===== src/rtl/bms_pkg.sv =====
package bms_pkg;
  localparam int NREG   = 16;
  localparam int IDX_W  = $clog2(NREG);
  localparam int AREG_W = IDX_W - 1;
  localparam int BUS_W  = 16;
  localparam int REG_W  = 2 * BUS_W;

  typedef enum logic [1:0] {
    S_IDLE  = 2'd0,
    S_XFER  = 2'd1,
    S_EXTRA = 2'd2,
    S_DONE  = 2'd3
  } seq_state_t;
endpackage


===== src/rtl/bms_pick.sv =====
// Lowest-set-bit finder over the remaining select mask.
module bms_pick #(
  parameter int N  = 16,
  parameter int IW = 4
) (
  input  logic [N-1:0]  vec,
  output logic [IW-1:0] pos
);
  logic [N-1:0] below_any;
  logic [N-1:0] first_hot;

  assign below_any[0] = 1'b0;
  genvar g;
  generate
    for (g = 1; g < N; g++) begin : g_below
      assign below_any[g] = below_any[g-1] | vec[g-1];
    end
    for (g = 0; g < N; g++) begin : g_hot
      assign first_hot[g] = vec[g] & ~below_any[g];
    end
  endgenerate

  always_comb begin
    pos = '0;
    for (int i = 0; i < N; i++) begin
      if (first_hot[i]) pos = pos | IW'(i);
    end
  end
endmodule


===== src/rtl/bms_addr.sv =====
// Bus address register: loads at request, steps by one word per completed word.
module bms_addr #(
  parameter int ADDR_W = 32
) (
  input  logic              clk,
  input  logic              rst_n,
  input  logic              load,
  input  logic [ADDR_W-1:0] load_val,
  input  logic              step_en,
  input  logic              down,
  output logic [ADDR_W-1:0] addr,
  output logic [ADDR_W-1:0] final_addr
);
  localparam logic [ADDR_W-1:0] WORD_BYTES = ADDR_W'(2);

  logic [ADDR_W-1:0] addr_q;

  always_ff @(posedge clk or negedge rst_n) begin
    if (!rst_n) begin
      addr_q <= '0;
    end else if (load) begin
      addr_q <= load_val;
    end else if (step_en) begin
      addr_q <= down ? addr_q - WORD_BYTES : addr_q + WORD_BYTES;
    end
  end

  assign addr = addr_q;
  // A falling walk has already stepped below the last written word.
  assign final_addr = down ? addr_q + WORD_BYTES : addr_q;
endmodule


===== src/rtl/bms_data.sv =====
// Half selection for stores, half assembly and sign extension for loads.
module bms_data #(
  parameter int BUS_W = 16,
  parameter int REG_W = 32
) (
  input  logic             clk,
  input  logic             rst_n,
  input  logic             send_high,
  input  logic             capture_hi,
  input  logic             is_long,
  input  logic [REG_W-1:0] rf_value,
  input  logic [BUS_W-1:0] rd_word,
  output logic [BUS_W-1:0] wdata,
  output logic [REG_W-1:0] wr_value
);
  logic [BUS_W-1:0] hi_q;

  always_ff @(posedge clk or negedge rst_n) begin
    if (!rst_n) hi_q <= '0;
    else if (capture_hi) hi_q <= rd_word;
  end

  assign wdata    = send_high ? rf_value[REG_W-1:BUS_W] : rf_value[BUS_W-1:0];
  assign wr_value = is_long ? {hi_q, rd_word}
                            : {{(REG_W-BUS_W){rd_word[BUS_W-1]}}, rd_word};
endmodule


===== src/rtl/blkmove_seq.sv =====
module blkmove_seq
  import bms_pkg::*;
#(
  parameter int ADDR_W = 32
) (
  input  logic              clk,
  input  logic              rst_n,
  input  logic              start,
  input  logic              to_mem,
  input  logic              is_long,
  input  logic              predec,
  input  logic              postinc,
  input  logic [2:0]        areg,
  input  logic [ADDR_W-1:0] start_addr,
  input  logic [15:0]       reg_mask,
  output logic              bus_valid,
  input  logic              bus_ready,
  output logic              bus_we,
  output logic [ADDR_W-1:0] bus_addr,
  output logic [15:0]       bus_wdata,
  input  logic [15:0]       bus_rdata,
  output logic [3:0]        rf_rd_idx,
  input  logic [31:0]       rf_rd_data,
  output logic              rf_wr_en,
  output logic [3:0]        rf_wr_idx,
  output logic [31:0]       rf_wr_data,
  output logic              busy,
  output logic              done,
  output logic [ADDR_W-1:0] final_addr
);
  localparam logic [IDX_W-1:0] TOP_IDX = IDX_W'(NREG - 1);

  seq_state_t        state_q;
  logic              dir_q, long_q, rev_q, wb_q, half_q;
  logic [AREG_W-1:0] areg_q;
  logic [NREG-1:0]   mask_q;

  logic [IDX_W-1:0]  pos;
  logic [IDX_W-1:0]  cur_reg;
  logic [NREG-1:0]   mask_rest;
  logic              start_go, ack, in_xfer, last_word, reg_done, self_hit;
  logic              req_rev;
  logic [REG_W-1:0]  load_value;
  logic [ADDR_W-1:0] addr_now;

  bms_pick #(.N(NREG), .IW(IDX_W)) u_pick (
    .vec (mask_q),
    .pos (pos)
  );

  assign req_rev   = predec & to_mem;
  assign start_go  = start & (state_q == S_IDLE);
  assign in_xfer   = (state_q == S_XFER);
  assign ack       = bus_valid & bus_ready;
  assign last_word = ~long_q | half_q;
  assign reg_done  = in_xfer & ack & last_word;
  assign cur_reg   = rev_q ? TOP_IDX - pos : pos;
  assign mask_rest = mask_q & ~(NREG'(1) << pos);
  assign self_hit  = (cur_reg == {1'b1, areg_q});

  bms_addr #(.ADDR_W(ADDR_W)) u_addr (
    .clk        (clk),
    .rst_n      (rst_n),
    .load       (start_go),
    .load_val   (req_rev ? start_addr - ADDR_W'(2) : start_addr),
    .step_en    (in_xfer & ack),
    .down       (rev_q),
    .addr       (addr_now),
    .final_addr (final_addr)
  );

  bms_data #(.BUS_W(BUS_W), .REG_W(REG_W)) u_data (
    .clk        (clk),
    .rst_n      (rst_n),
    .send_high  (long_q & (half_q == rev_q)),
    .capture_hi (in_xfer & ack & ~dir_q & long_q & ~half_q),
    .is_long    (long_q),
    .rf_value   (rf_rd_data),
    .rd_word    (bus_rdata),
    .wdata      (bus_wdata),
    .wr_value   (load_value)
  );

  always_ff @(posedge clk or negedge rst_n) begin
    if (!rst_n) begin
      state_q <= S_IDLE;
      dir_q   <= 1'b0;
      long_q  <= 1'b0;
      rev_q   <= 1'b0;
      wb_q    <= 1'b0;
      half_q  <= 1'b0;
      areg_q  <= '0;
      mask_q  <= '0;
    end else begin
      case (state_q)
        S_IDLE: begin
          if (start) begin
            dir_q  <= to_mem;
            long_q <= is_long;
            rev_q  <= req_rev;
            wb_q   <= to_mem ? predec : postinc;
            areg_q <= areg;
            mask_q <= reg_mask;
            half_q <= 1'b0;
            if (reg_mask != '0) state_q <= S_XFER;
            else                state_q <= to_mem ? S_DONE : S_EXTRA;
          end
        end
        S_XFER: begin
          if (ack) begin
            if (last_word) begin
              half_q <= 1'b0;
              mask_q <= mask_rest;
              if (mask_rest == '0) state_q <= dir_q ? S_DONE : S_EXTRA;
            end else begin
              half_q <= 1'b1;
            end
          end
        end
        S_EXTRA: begin
          if (ack) state_q <= S_DONE;
        end
        default: state_q <= S_IDLE;
      endcase
    end
  end

  assign bus_valid = in_xfer | (state_q == S_EXTRA);
  assign bus_we    = in_xfer & dir_q;
  assign bus_addr  = addr_now;
  assign rf_rd_idx = cur_reg;
  assign busy      = (state_q != S_IDLE);
  assign done      = (state_q == S_DONE);

  always_comb begin
    rf_wr_en   = 1'b0;
    rf_wr_idx  = cur_reg;
    rf_wr_data = load_value;
    if (done && wb_q) begin
      rf_wr_en   = 1'b1;
      rf_wr_idx  = {1'b1, areg_q};
      rf_wr_data = REG_W'(final_addr);
    end else if (reg_done && !dir_q && !(wb_q && self_hit)) begin
      rf_wr_en = 1'b1;
    end
  end
endmodule


===== config.mk =====
export PLATFORM = sky130hd
export DESIGN_NAME = blkmove_seq
export DESIGN_NICKNAME = d
export VERILOG_FILES = /design/src/rtl/bms_pkg.sv /design/src/rtl/bms_pick.sv /design/src/rtl/bms_addr.sv /design/src/rtl/bms_data.sv /design/src/rtl/blkmove_seq.sv
export SDC_FILE = /design/constraint.sdc
export NUM_CORES = 1
export LEC_CHECK = 0
export BUFFER_PORTS_ARGS = -buffer_cell sky130_fd_sc_hd__buf_2
export CAP_MARGIN = 10
export CORE_ASPECT_RATIO = 0.5
export CORE_UTILIZATION = 56
export DETAILED_ROUTE_END_ITERATION = 12
export PLACE_DENSITY = 0.87
export SYNTH_ARGS = -nofsm -noshare
export SYNTH_HDL_FRONTEND = slang
export SYNTH_SLANG_ARGS = --single-unit

===== constraint.sdc =====
create_clock -name clk -period 3.8 [get_ports clk]
set_input_delay 0.76 -clock clk [delete_from_list [all_inputs] [get_ports clk]]
set_output_delay 0.76 -clock clk [all_outputs]
set_load 0.03 [all_outputs]

## Word-level counts from Yosys, hierarchy flattened

Index checks and enable logic that the tools add are counted.

- $add $sub $neg: 4
- Equality and inequality tests: 10
- Shift-type cells: 1
- Muxes and demuxes: 45
- Bitwise logic cells: 61
- Reductions and logical operators: 16

Operator list:

| kind | count |
|---|---|
| 2-to-1 mux 32 bit | 7 |
| 2-to-1 mux 16 bit | 4 |
| subtractor 32 x 2 -> 32 bit (second input constant) | 2 |
| 2-to-1 mux 4 bit | 10 |
| adder 32 x 2 -> 32 bit (second input constant) | 1 |
| one-hot mux 16 bit (2 select lines) | 1 |
| AND 1 bit | 25 |
| inverter 1 bit | 18 |
| AND 16 bit | 1 |
| logical NOT 16 bit | 1 |
| 2-to-1 mux 2 bit | 8 |
| inverter 16 bit | 1 |
| OR 1 bit | 16 |
| nonzero test 16 bit | 1 |
| left shift 1 x 4 -> 16 bit (first input constant) | 1 |
| 2-to-1 mux 3 bit | 4 |
| 2-to-1 mux 1 bit | 9 |
| inequality test 2 bit (second input constant) | 3 |
| one-hot mux 2 bit (3 select lines) | 1 |
| nonzero test 2 bit | 3 |
| AND reduction 5 bit | 1 |
| == test 2 bit (second input constant) | 2 |
| == test 4 bit | 1 |
| logical AND 1 bit | 4 |
| other kinds (10) | 12 |

- Bits in registers: 74
- Output and inout port bits: 125
- Word-level logic and storage cells: 147

## Longest topological paths before layout

Gate-level depths: netlist of run 1.

- Word-level depth: 25
- Depth in mapped cells: 10

## Modules after synthesis

Synthesis of run 1 repeated with hierarchy kept, for this count alone.

- Cells, all modules: 884
- Area, all modules: 7479.7 sq um

By module, submodules not included:

| module | times used | cells each | area an instance (sq um) | seq. area each (sq um) |
|---|---|---|---|---|
| bms_addr | 1 | 453 | 3333.2 | 800.8 |
| blkmove_seq | 1 | 313 | 2655.0 | 650.6 |
| bms_data | 1 | 87 | 1272.5 | 400.4 |
| bms_pick | 1 | 31 | 219.0 | 0.0 |

## Least setup slack after synthesis of run 1

No wires, ideal clock.

- Path type: register to output
- From: register u_addr.addr_q[1], in the netlist u_addr.addr[1]
- To: output port rf_wr_data[11]
- Arrival: 2.901 ns
- Required time: 3.040 ns
- Path slack: 0.139 ns
- Cell stages (with the launch flop): 9
- Buffers on the path: 1
- Cell sequence: dfrtp_1 ha_1 and4_1 nand3_1 clkbuf_1 or3_1 xnor2_1 nor2_1 nor2_1

- Word-level cells in the longest chain between the ends: 3

RTL lines:

| item | line | text |
|---|---|---|
| start: declaration | bms_addr.sv:16 | `logic [ADDR_W-1:0] addr_q;` |
| start signal: assignment | bms_addr.sv:22 | `addr_q <= load_val;` |
| start signal: assignment | bms_addr.sv:24 | `addr_q <= down ? addr_q - WORD_BYTES : addr_q + WORD_BYTES;` |
| adder 32 x 2 -> 32 bit | bms_addr.sv:30 | `assign final_addr = down ? addr_q + WORD_BYTES : addr_q;` |
| 2-to-1 mux 32 bit | bms_addr.sv:30 |  |
| named net final_addr[11] | blkmove_seq.sv:29 | `output logic [ADDR_W-1:0] final_addr` |
| 2-to-1 mux 32 bit | blkmove_seq.sv:139 | `if (done && wb_q) begin` |
| end: declaration | blkmove_seq.sv:26 | `output logic [31:0] rf_wr_data,` |

The timed path passes the listed nets, and every way through them passes these cells.

## Worst setup path after layout of run 1

- From: register u_addr.addr_q[13], in the netlist u_addr.addr[13]
- To: output port rf_wr_data[26]

- Word-level cells in the longest chain between the ends: 3

RTL lines:

| item | line |
|---|---|
| adder 32 x 2 -> 32 bit | bms_addr.sv:30 |
| 2-to-1 mux 32 bit | bms_addr.sv:30 |
| 2-to-1 mux 32 bit | blkmove_seq.sv:139 |

No other way between the ends.

==> results of run 1 <==
-- worst max-delay path, delay by kind of cell, from the launching register on --
| family | cells | cell delay, ps |
|---|---|---|
| and+or+nand+nor | 4 | 1300 |
| xor gates and xnor gates | 1 | 330 |
| AOI/OAI and AO/OA | 1 | 170 |
| buffers and inverters | 1 | 190 |
| DFF | 1 | 610 |
-- final cells by class --
class                           instances  area, µm²  share of cell area, %
Clock buffer                           11        253                   2.93
Antenna cell                            1       2.50                 0.0290
Sequential cell                        74       1850                   21.5
Tap cell                              165        206                   2.39
Clock inverter                          4       26.3                  0.305
Multi-Input combinational cell        770       4830                   56.0
Inverter                               17       63.8                  0.740
Timing Repair Buffer                  262       1390                   16.1
-- layer usage --
metal,global-route usage (%),up-vias,share of wire (%)
li1,-,3756,-
met1,50.7,3943,41
met2,63.2,543,45
met3,8.84,84,11
met4,11.8,0,2.9
met5,0,-,0
-- placed cells by master, fill, tap and decap left out, types with 8 or more instances in the layout --
master / instances
ha_1: 9
nand2_1: 130
mux2_2: 40
o22ai_1: 9
nor3_1: 41
buf_2: 230
nor4_1: 34
xor2_1: 36
nor2_1: 83
and2_1: 8
clkbuf_16: 9
nand3_1: 32
a22o_1: 14
a21oi_1: 61
or3_1: 14
xnor2_1: 52
a21o_1: 13
buf_4: 32
dfrtp_1: 74
and3_1: 8
nand2b_1: 9
o21ai_0: 55
inv_1: 17
nand4_1: 18
-- how the worst min path moves through the flow --
stage                                 from                     endpoint  slack (ps)
2_1_floorplan                        rst_n        areg_q[0]$_DFFE_PN0P_         460
3_3_place_gp   u_data.hi_q[14]$_DFFE_PN0P_  u_data.hi_q[14]$_DFFE_PN0P_         490
3_5_place_dp    u_data.hi_q[0]$_DFFE_PN0P_   u_data.hi_q[0]$_DFFE_PN0P_         500
4_1_cts        u_data.hi_q[14]$_DFFE_PN0P_  u_data.hi_q[14]$_DFFE_PN0P_         510
5_1_grt         u_data.hi_q[3]$_DFFE_PN0P_   u_data.hi_q[3]$_DFFE_PN0P_         530
6_report        u_data.hi_q[3]$_DFFE_PN0P_   u_data.hi_q[3]$_DFFE_PN0P_         510
-- flip-flops by register name (all words and copies together), names as in the netlist --
signal / count
u_addr.addr: 32
mask_q: 16
u_data.hi_q: 16
areg_q: 3
state_q: 2
dir_q: 1
half_q: 1
long_q: 1
rev_q: 1
wb_q: 1
-- per-stage QoR --
step           util [%]  power, mW
6_report           71.6       8.29
5_1_grt            71.6       8.72
4_1_cts            71.3       8.13
3_5_place_dp       69.0       7.27
3_3_place_gp       69.0       7.17
2_1_floorplan         -       5.70
-- synth_stat cells, drive strengths merged, types with 13 or more instances --
cell type	instances
nor4	36
a21o	13
xor2	36
o21ai	56
a22o	14
nand2	130
xnor2	52
a21oi	61
nand4	19
inv	17
clkbuf	57
mux2	40
nand3	34
buf	17
nor2	83
dfrtp	74
nor3	46
or3	15
-- timing repair --
item                                    4_1_cts  5_1_grt
setup buffers                                 0        3
endpoints found under the setup margin        0        8
gates resized for setup                       0        1
-- kinds of logic after synthesis --
kind of cell | count (synthesis) | share of synthesized area, %
flip-flops | 74 | 26.3
multiplexers | 45 | 7.10
adder cells (fa/ha/maj) | 11 | 1.88
buffers and inverters | 91 | 5.34
AO/OA/AOI/OAI | 203 | 18.2
XOR/XNOR | 88 | 10.9
AND/OR/NAND/NOR | 423 | 30.3
-- power breakdown --
group          leakage [nW]  total [mW]  switching, mW  internal (mW)
logic                  2.79        5.60           3.75           1.85
registers             0.903        1.85          0.673           1.17
clock network         0.138       0.838          0.362          0.475
==> flow_summary.yaml, run 1 <==
setup_path:
  slowest_stage: "dfrtp_1"
  endpoint: "rf_wr_data[26]"
  arrival_ps: 2940
  cp_slowest_stage_delay_ps: 610
  critPathLaunch: "u_addr.addr[13]$_DFFE_PN0P_"
  cp-start-kind: "register"
  worstPathCellList: "nand4_1 > or3_1 > nor3_1 > nand2_1 > xnor2_1 > a21o_1 > buf_2"
  rr_startpoint: "state_q[0]$_DFFE_PN0P_"
  r2r-end: "u_addr.addr[22]$_DFFE_PN0P_"
  worstRegToRegCells: 7
  worstPathRequired_ps: 3040
  cp-end-kind: "output pin"
  worstSetupPathType: "register to output pin"
  critPathMaxFanout: 10
  reg2reg_slack_ps: 920
place:
  place_inst: 1284
  gp_congestion: 0.994
  dpl.hpwl_um: 19400
  numPortBuffers: 231
  dpl_cell_area_mm2: 0.00831
  pre_cts_ws_ps: 432
clock_tree:
  cts_tree: "done"
  clk_path_buf_depth: 2
  cts_made_buffers: 9
  htreeDepth: 3
  cts_sinks: 74
  clkTransAtPathRegs_ps: 60
  cts_root_buf: "clkbuf_16"
  clk_latency_ps: 340
  cts_hold_buf: 0
sta:
  worstMarginPinSlew_ps: 1030
  hold_ws_ps: 514
  slew_headroom_pct: 31.0
  period_share_pct: 97.5
  rsz0062_at_grt: "false"
  setup_slack_ps: 96.4
  final_hold_viol_count: 0
  drv_slew: 0
  tns_ps: 0
  fmax_ghz: 0.270
  setup-violations-final: 0
  skew_ps: 4.91
  fin_crit_ps: 3700
synth:
  ys_ff_latch: 74
  yosysWarnings: 0
  async_reset_ff_share_pct: 100
  synth_nets: 1051
  synthesis.area_mm2: 0.00705
  synthTopCellsByArea: "dfrtp_1, nand2_1, xnor2_1"
  yosys.area.top_type_share_pct: 26.3
  synth_edf_count: 0
  synth_ff_type: "dfrtp_1"
  syn_avg_cell_area_um2: 7.54
  synth_top_area_cell: "dfrtp_1"
  ys_types: 69
  yosysSeqAreaShare_pct: 26.3
  synthCells: 935
global_routing:
  grt-ovfl-total: 0
  antenna_found_initial: 0
  grt_pass1_vias: 7478
  grt_first_pass_wirelength_um: 39100
  grt_use_total_pct: 38.4
  grt_max_degree: 75
floorplan:
  row_count: 28
  io_pins: 232
  die_y_um: 81.3
  start_util_pct: 58.5
  fp.dieArea_mm2: 0.0131
  die_w_um: 161
  core_area_mm2: 0.0121
cells_and_area:
  fillers: 989
  final_cell_area_mm2: 0.00863
  stdcell_count: 1304
  nets: 1250
  syn_to_final_growth_pct: 22.4
  drive_above_1_share_pct: 29.9
drt:
  drt-initial-drc-count: 1178
  vias: 8326
  detail_route.vias_per_cell: 6.38
  drc: 0
  routed_wl_um: 25800
  dr.pass1.iters: 6
  ant_nets: 0
  wl_per_cell_um: 19.8
min_path:
  whs_path_depth: 1
  hold_path_class: "register to register"
run_status:
  outcome: "finished, final reports clean"
power:
  leakage_nw: 3.83
  ir_worst_vdd_v: 0.000573
  p_per_area_mw_per_mm2: 961
flow_run:
  cap_violations: 0
Note: power is estimated with default switching activity, not from simulation.
==> run 2: changes to the inputs <==
--- a/config.mk
+++ b/config.mk
@@ -7,10 +7,12 @@
 export LEC_CHECK = 0
 export BUFFER_PORTS_ARGS = -buffer_cell sky130_fd_sc_hd__buf_2
 export CAP_MARGIN = 10
+export CELL_PAD_IN_SITES_DETAIL_PLACEMENT = 1
+export CELL_PAD_IN_SITES_GLOBAL_PLACEMENT = 2
 export CORE_ASPECT_RATIO = 0.5
-export CORE_UTILIZATION = 56
+export CORE_UTILIZATION = 31
 export DETAILED_ROUTE_END_ITERATION = 12
-export PLACE_DENSITY = 0.87
+export PLACE_DENSITY_LB_ADDON = 0.1
 export SYNTH_ARGS = -nofsm -noshare
 export SYNTH_HDL_FRONTEND = slang
 export SYNTH_SLANG_ARGS = --single-unit
==> flow_summary.yaml, run 2 (synthesis gave the netlist of run 1 again) <==
setup_path:
  reg2reg_slack_ps: 790
  cp-end-kind: "output pin"
  critPathMaxFanout: 9
  worstPathRequired_ps: 3040
  cp-start-kind: "register"
  worstSetupPathType: "register to output pin"
  arrival_ps: 2860
cells_and_area:
  nets: 1269
  multi_input_area_mm2: 0.00483
  mostFrequentLayoutCells: "buf_2, nand2_1, nor2_1"
  drive_above_1_share_pct: 31.2
  register_area_mm2: 0.00185
  diodes: 0
  fillers: 2797
  syn_to_final_growth_pct: 28.0
  mostFrequentLayoutCell: "buf_2"
  final_core_util_pct: 41.1
  largest_reg_flops: 32
sta:
  setup-violations-final: 0
  skew_ps: 4.37
  slew_headroom_pct: 44.4
  fin_crit_ps: 3620
  setup_slack_ps: 184
  period_share_pct: 95.2
  final_hold_viol_count: 0
  drv_slew: 0
  tns_ps: 0
  worstMarginPinSlew_ps: 823
  fmax_ghz: 0.277
  rsz0062_at_grt: "false"
floorplan:
  die_y_um: 109
  die_w_um: 215
  fp.dieArea_mm2: 0.0234
  start_util_pct: 32.1
  row_count: 38
  core_area_mm2: 0.0220
  io_pins: 232
global_routing:
  grt_pass1_vias: 7979
  antenna_found_initial: 0
  grt-ovfl-total: 0
  grt_use_total_pct: 26.0
  grt_first_pass_wirelength_um: 46600
  grt_max_degree: 51
clock_tree:
  post_cts_buffers: 0
  clkTransAtPathRegs_ps: 60
  cts_hold_buf: 0
  htreeDepth: 3
  cts_made_buffers: 9
  clk_latency_ps: 360
  cts_root_buf: "clkbuf_16"
  post_cts_resized: 0
  cts_tree: "done"
  cts_sinks: 74
  clk_path_buf_depth: 2
drt:
  vias: 8004
  drc: 0
  detail_route.vias_per_cell: 5.49
  routed_wl_um: 30600
  ant_nets: 0
  dr.pass1.iters: 5
  drt-initial-drc-count: 610
  wl_per_cell_um: 21.0
power:
  clkPwrFrac_pct: 12.1
  p_int_mw: 3.81
  power.switching_mw: 4.94
  p_per_area_mw_per_mm2: 970
  switching_share_pct: 56.4
  leakage_nw: 3.95
  ir_worst_vdd_v: 0.000327
  combPwrFrac_pct: 67.7
  p_seq_share_pct: 20.2
place:
  pre_cts_ws_ps: 492
  gp_congestion: 0.911
  dpl.hpwl_um: 24100
  numPortBuffers: 231
min_path:
  hold_path_class: "primary input to async pin"
run_status:
  outcome: "finished, final reports clean"
flow_run:
  cap_violations: 0
run 2: per-stage QoR:
stage	hold slack (ps)	power, mW	std cells	instance area [µm²]
6_report	363	8.75	1458	9020
5_1_grt	388	9.31	1458	9020
4_1_cts	370	8.79	1458	9020
3_5_place_dp	498	7.69	1442	8670
3_3_place_gp	492	7.62	1442	8670
2_1_floorplan	464	5.70	935	7050
run 2: critical path, stage by stage, from the launching register on:
cell	delay, ps
dfrtp_1	480
ha_1	290
and4_1	310
and3_1	260
nand3_1	140
nor2_1	160
xor2_1	440
mux2_2	240
buf_2	190
run 2: final timing paths:
| path | from | endpoint | cells past startpoint |
|---|---|---|---|
| min | rst_n | u_addr.addr[6]$_DFFE_PN0P_ | 1 |
| max reg2reg | state_q[1]$_DFFE_PN0P_ | u_addr.addr[10]$_DFFE_PN0P_ | 8 |
| max in group asynchronous | rst_n | u_data.hi_q[8]$_DFFE_PN0P_ | 2 |
| min in group clk | u_data.hi_q[7]$_DFFE_PN0P_ | u_data.hi_q[7]$_DFFE_PN0P_ | 1 |
| min reg2reg | u_data.hi_q[7]$_DFFE_PN0P_ | u_data.hi_q[7]$_DFFE_PN0P_ | 1 |
| max | u_addr.addr[2]$_DFFE_PN0P_ | rf_wr_data[15] | 8 |
run 2: power groups by stage:
stage / sequential (mW) / clock (mW) / combinational (mW)
after floorplan: 1.79 / 0 / 3.91
after global placement: 1.75 / 0 / 5.87
after detailed placement: 1.77 / 0 / 5.91
after CTS: 1.76 / 1.09 / 5.94
after global routing: 1.85 / 1.11 / 6.35
final: 1.77 / 1.06 / 5.92
run 2: layout make-up:
cell class,instances,area share (%)
multi-input cells,770,53.5
clock buffers,10,2.65
inverters,17,0.707
repair buffers,281,17.1
clock inverters,6,1.26
flip-flops and latches,74,20.5
well taps,300,4.16
run 2: layer usage:
metal  vias to the layer above  part of all wire [%]  track usage [%]  wire (µm)
li1                       3802                     -                -          -
met1                      3985                    46             34.7      14100
met3                        34                   4.8             4.97       1450
met4                         0                   1.7             6.79        534
met2                       183                    47             43.5      14400
met5                         -                     0                0          0
==> run 3: changes to the inputs <==
--- a/config.mk
+++ b/config.mk
@@ -13,6 +13,7 @@
 export CORE_UTILIZATION = 31
 export DETAILED_ROUTE_END_ITERATION = 12
 export PLACE_DENSITY_LB_ADDON = 0.1
+export SETUP_SLACK_MARGIN = 0.2
 export SYNTH_ARGS = -nofsm -noshare
 export SYNTH_HDL_FRONTEND = slang
 export SYNTH_SLANG_ARGS = --single-unit
==> flow_summary.yaml, run 3 (synthesis gave the netlist of run 1 again) <==
run_status:
  outcome: "finished, final reports clean"
power:
  switching_share_pct: 57.9
  p_per_area_mw_per_mm2: 956
  ir_worst_vdd_v: 0.000266
  combPwrFrac_pct: 69.6
  power.switching_mw: 4.96
  p_int_mw: 3.61
  clkPwrFrac_pct: 9.9
  finalPower_mw: 8.58
  leakage_nw: 3.92
  p_seq_share_pct: 20.5
sta:
  worstMarginPinSlew_ps: 916
  fmax_ghz: 0.289
  hold_ws_ps: 511
  tns_ps: 0
  slew_headroom_pct: 38.9
  skew_ps: 8.44
  setup-violations-final: 0
  rsz0062_at_grt: "true"
  fin_crit_ps: 3460
  final_hold_viol_count: 0
  period_share_pct: 91.1
  drv_slew: 0
drt:
  drc: 0
  detail_route.vias_per_cell: 5.52
  vias: 8049
  drt-initial-drc-count: 562
  dr.pass1.iters: 5
  ant_nets: 0
  wl_per_cell_um: 21.4
  routed_wl_um: 31100
setup_path:
  endpoint: "rf_wr_en"
  rr_startpoint: "state_q[1]$_DFFE_PN0P_"
  critPathMaxFanout: 9
  worstRegToRegCells: 9
  cp-start-kind: "register"
  arrival_ps: 2700
  worstSetupPathType: "register to output pin"
  critPathLaunch: "mask_q[8]$_DFFE_PN0P_"
  r2r-end: "u_addr.addr[28]$_DFFE_PN0P_"
  reg2reg_slack_ps: 1020
  worstPathRequired_ps: 3040
  cp-end-kind: "output pin"
clock_tree:
  clk_path_buf_depth: 2
  clkTransAtPathRegs_ps: 60
  cts_made_buffers: 9
  cts_root_buf: "clkbuf_16"
  cts_tree: "done"
  cts_sinks: 74
  clk_latency_ps: 360
  cts_hold_buf: 0
  htreeDepth: 3
cells_and_area:
  stdcell_count: 1457
  largest_reg_flops: 32
  nets: 1269
  drive_above_1_share_pct: 32.0
  mostFrequentLayoutCells: "buf_2, nand2_1, nor2_1"
  fillers: 2808
  mostFrequentLayoutCell: "buf_2"
  diodes: 0
  syn_to_final_growth_pct: 27.3
floorplan:
  core_area_mm2: 0.0220
  io_pins: 232
  row_count: 38
  fp.dieArea_mm2: 0.0234
  die_w_um: 215
  start_util_pct: 32.1
  die_y_um: 109
min_path:
  hold_start: "u_data.hi_q[1]$_DFFE_PN0P_"
  hold_path_class: "register to register"
flow_run:
  cap_violations: 0
global_routing:
  grt_first_pass_wirelength_um: 47300
  grt_use_total_pct: 26.5
  grt_pass1_vias: 8056
  grt-ovfl-total: 0
  grt_max_degree: 64
  antenna_found_initial: 0
place:
  numPortBuffers: 231
  dpl.hpwl_um: 24300
  place_inst: 1438
  gp_congestion: 0.893
==> run 3: stage by stage <==
| step | setup WS [ps] | instance area (µm²) | utilization, % |
|---|---|---|---|
| after CTS | 229 | 8940 | 40.7 |
| final | 337 | 8970 | 40.9 |
| after global routing | 111 | 8970 | 40.9 |
| after floorplan | 231 | 7060 | - |
| after detailed placement | 459 | 8630 | 39.3 |
| after global placement | 563 | 8630 | 39.3 |
==> run 3: worst min-delay path by stage <==
stage,to,slack (ps),cells after the start
final,u_data.hi_q[1]$_DFFE_PN0P_,510,1
after global routing,u_data.hi_q[14]$_DFFE_PN0P_,540,1
after CTS,u_data.hi_q[12]$_DFFE_PN0P_,510,1
after detailed placement,u_data.hi_q[8]$_DFFE_PN0P_,500,1
after global placement,u_data.hi_q[10]$_DFFE_PN0P_,490,1
after floorplan,areg_q[0]$_DFFE_PN0P_,460,0
==> run 3: timing repair <==
| action | 4_1_cts | 5_1_grt |
|---|---|---|
| pin swaps | 1 | 2 |
| buffers inserted | 2 | 2 |
| gates cloned | 0 | 0 |
| resized for setup | 2 | 9 |
| setup endpoints to repair | 11 | 20 |
==> run 3: layout make-up <==
| class | count | area (µm²) | share of cell area (%) |
|---|---|---|---|
| clock buffer | 11 | 253 | 2.82 |
| clock inverter | 4 | 26.3 | 0.293 |
| inverter | 17 | 63.8 | 0.711 |
| multi-input combinational | 770 | 4860 | 54.2 |
| sequential | 74 | 1860 | 20.7 |
| tap | 300 | 375 | 4.18 |
| timing repair buffer | 281 | 1530 | 17.1 |
==> run 3: power groups by stage <==
stage / combinational [mW] / clock [mW] / sequential, mW
after floorplan: 3.91 / 0 / 1.79
after global placement: 5.88 / 0 / 1.73
after detailed placement: 5.91 / 0 / 1.75
after CTS: 5.94 / 0.878 / 1.75
after global routing: 6.41 / 0.904 / 1.83
final: 5.97 / 0.853 / 1.76
==> run 3: critical path: stages, from the launching register on <==
cell and delay, ps:
dfrtp_1 470, nor4_1 600, nand3_2 250, nor3_1 280, nor3_1 120, xnor2_1 150
a41oi_1 230, buf_2 240
==> run 3: routing by layer <==
layer	GRT usage (%)	vias up	wire length (µm)
li1	-	3798	-
met1	35.2	4002	14200
met2	44.2	211	14700
met5	0	-	0
met4	6.94	0	610
met3	5.16	38	1610
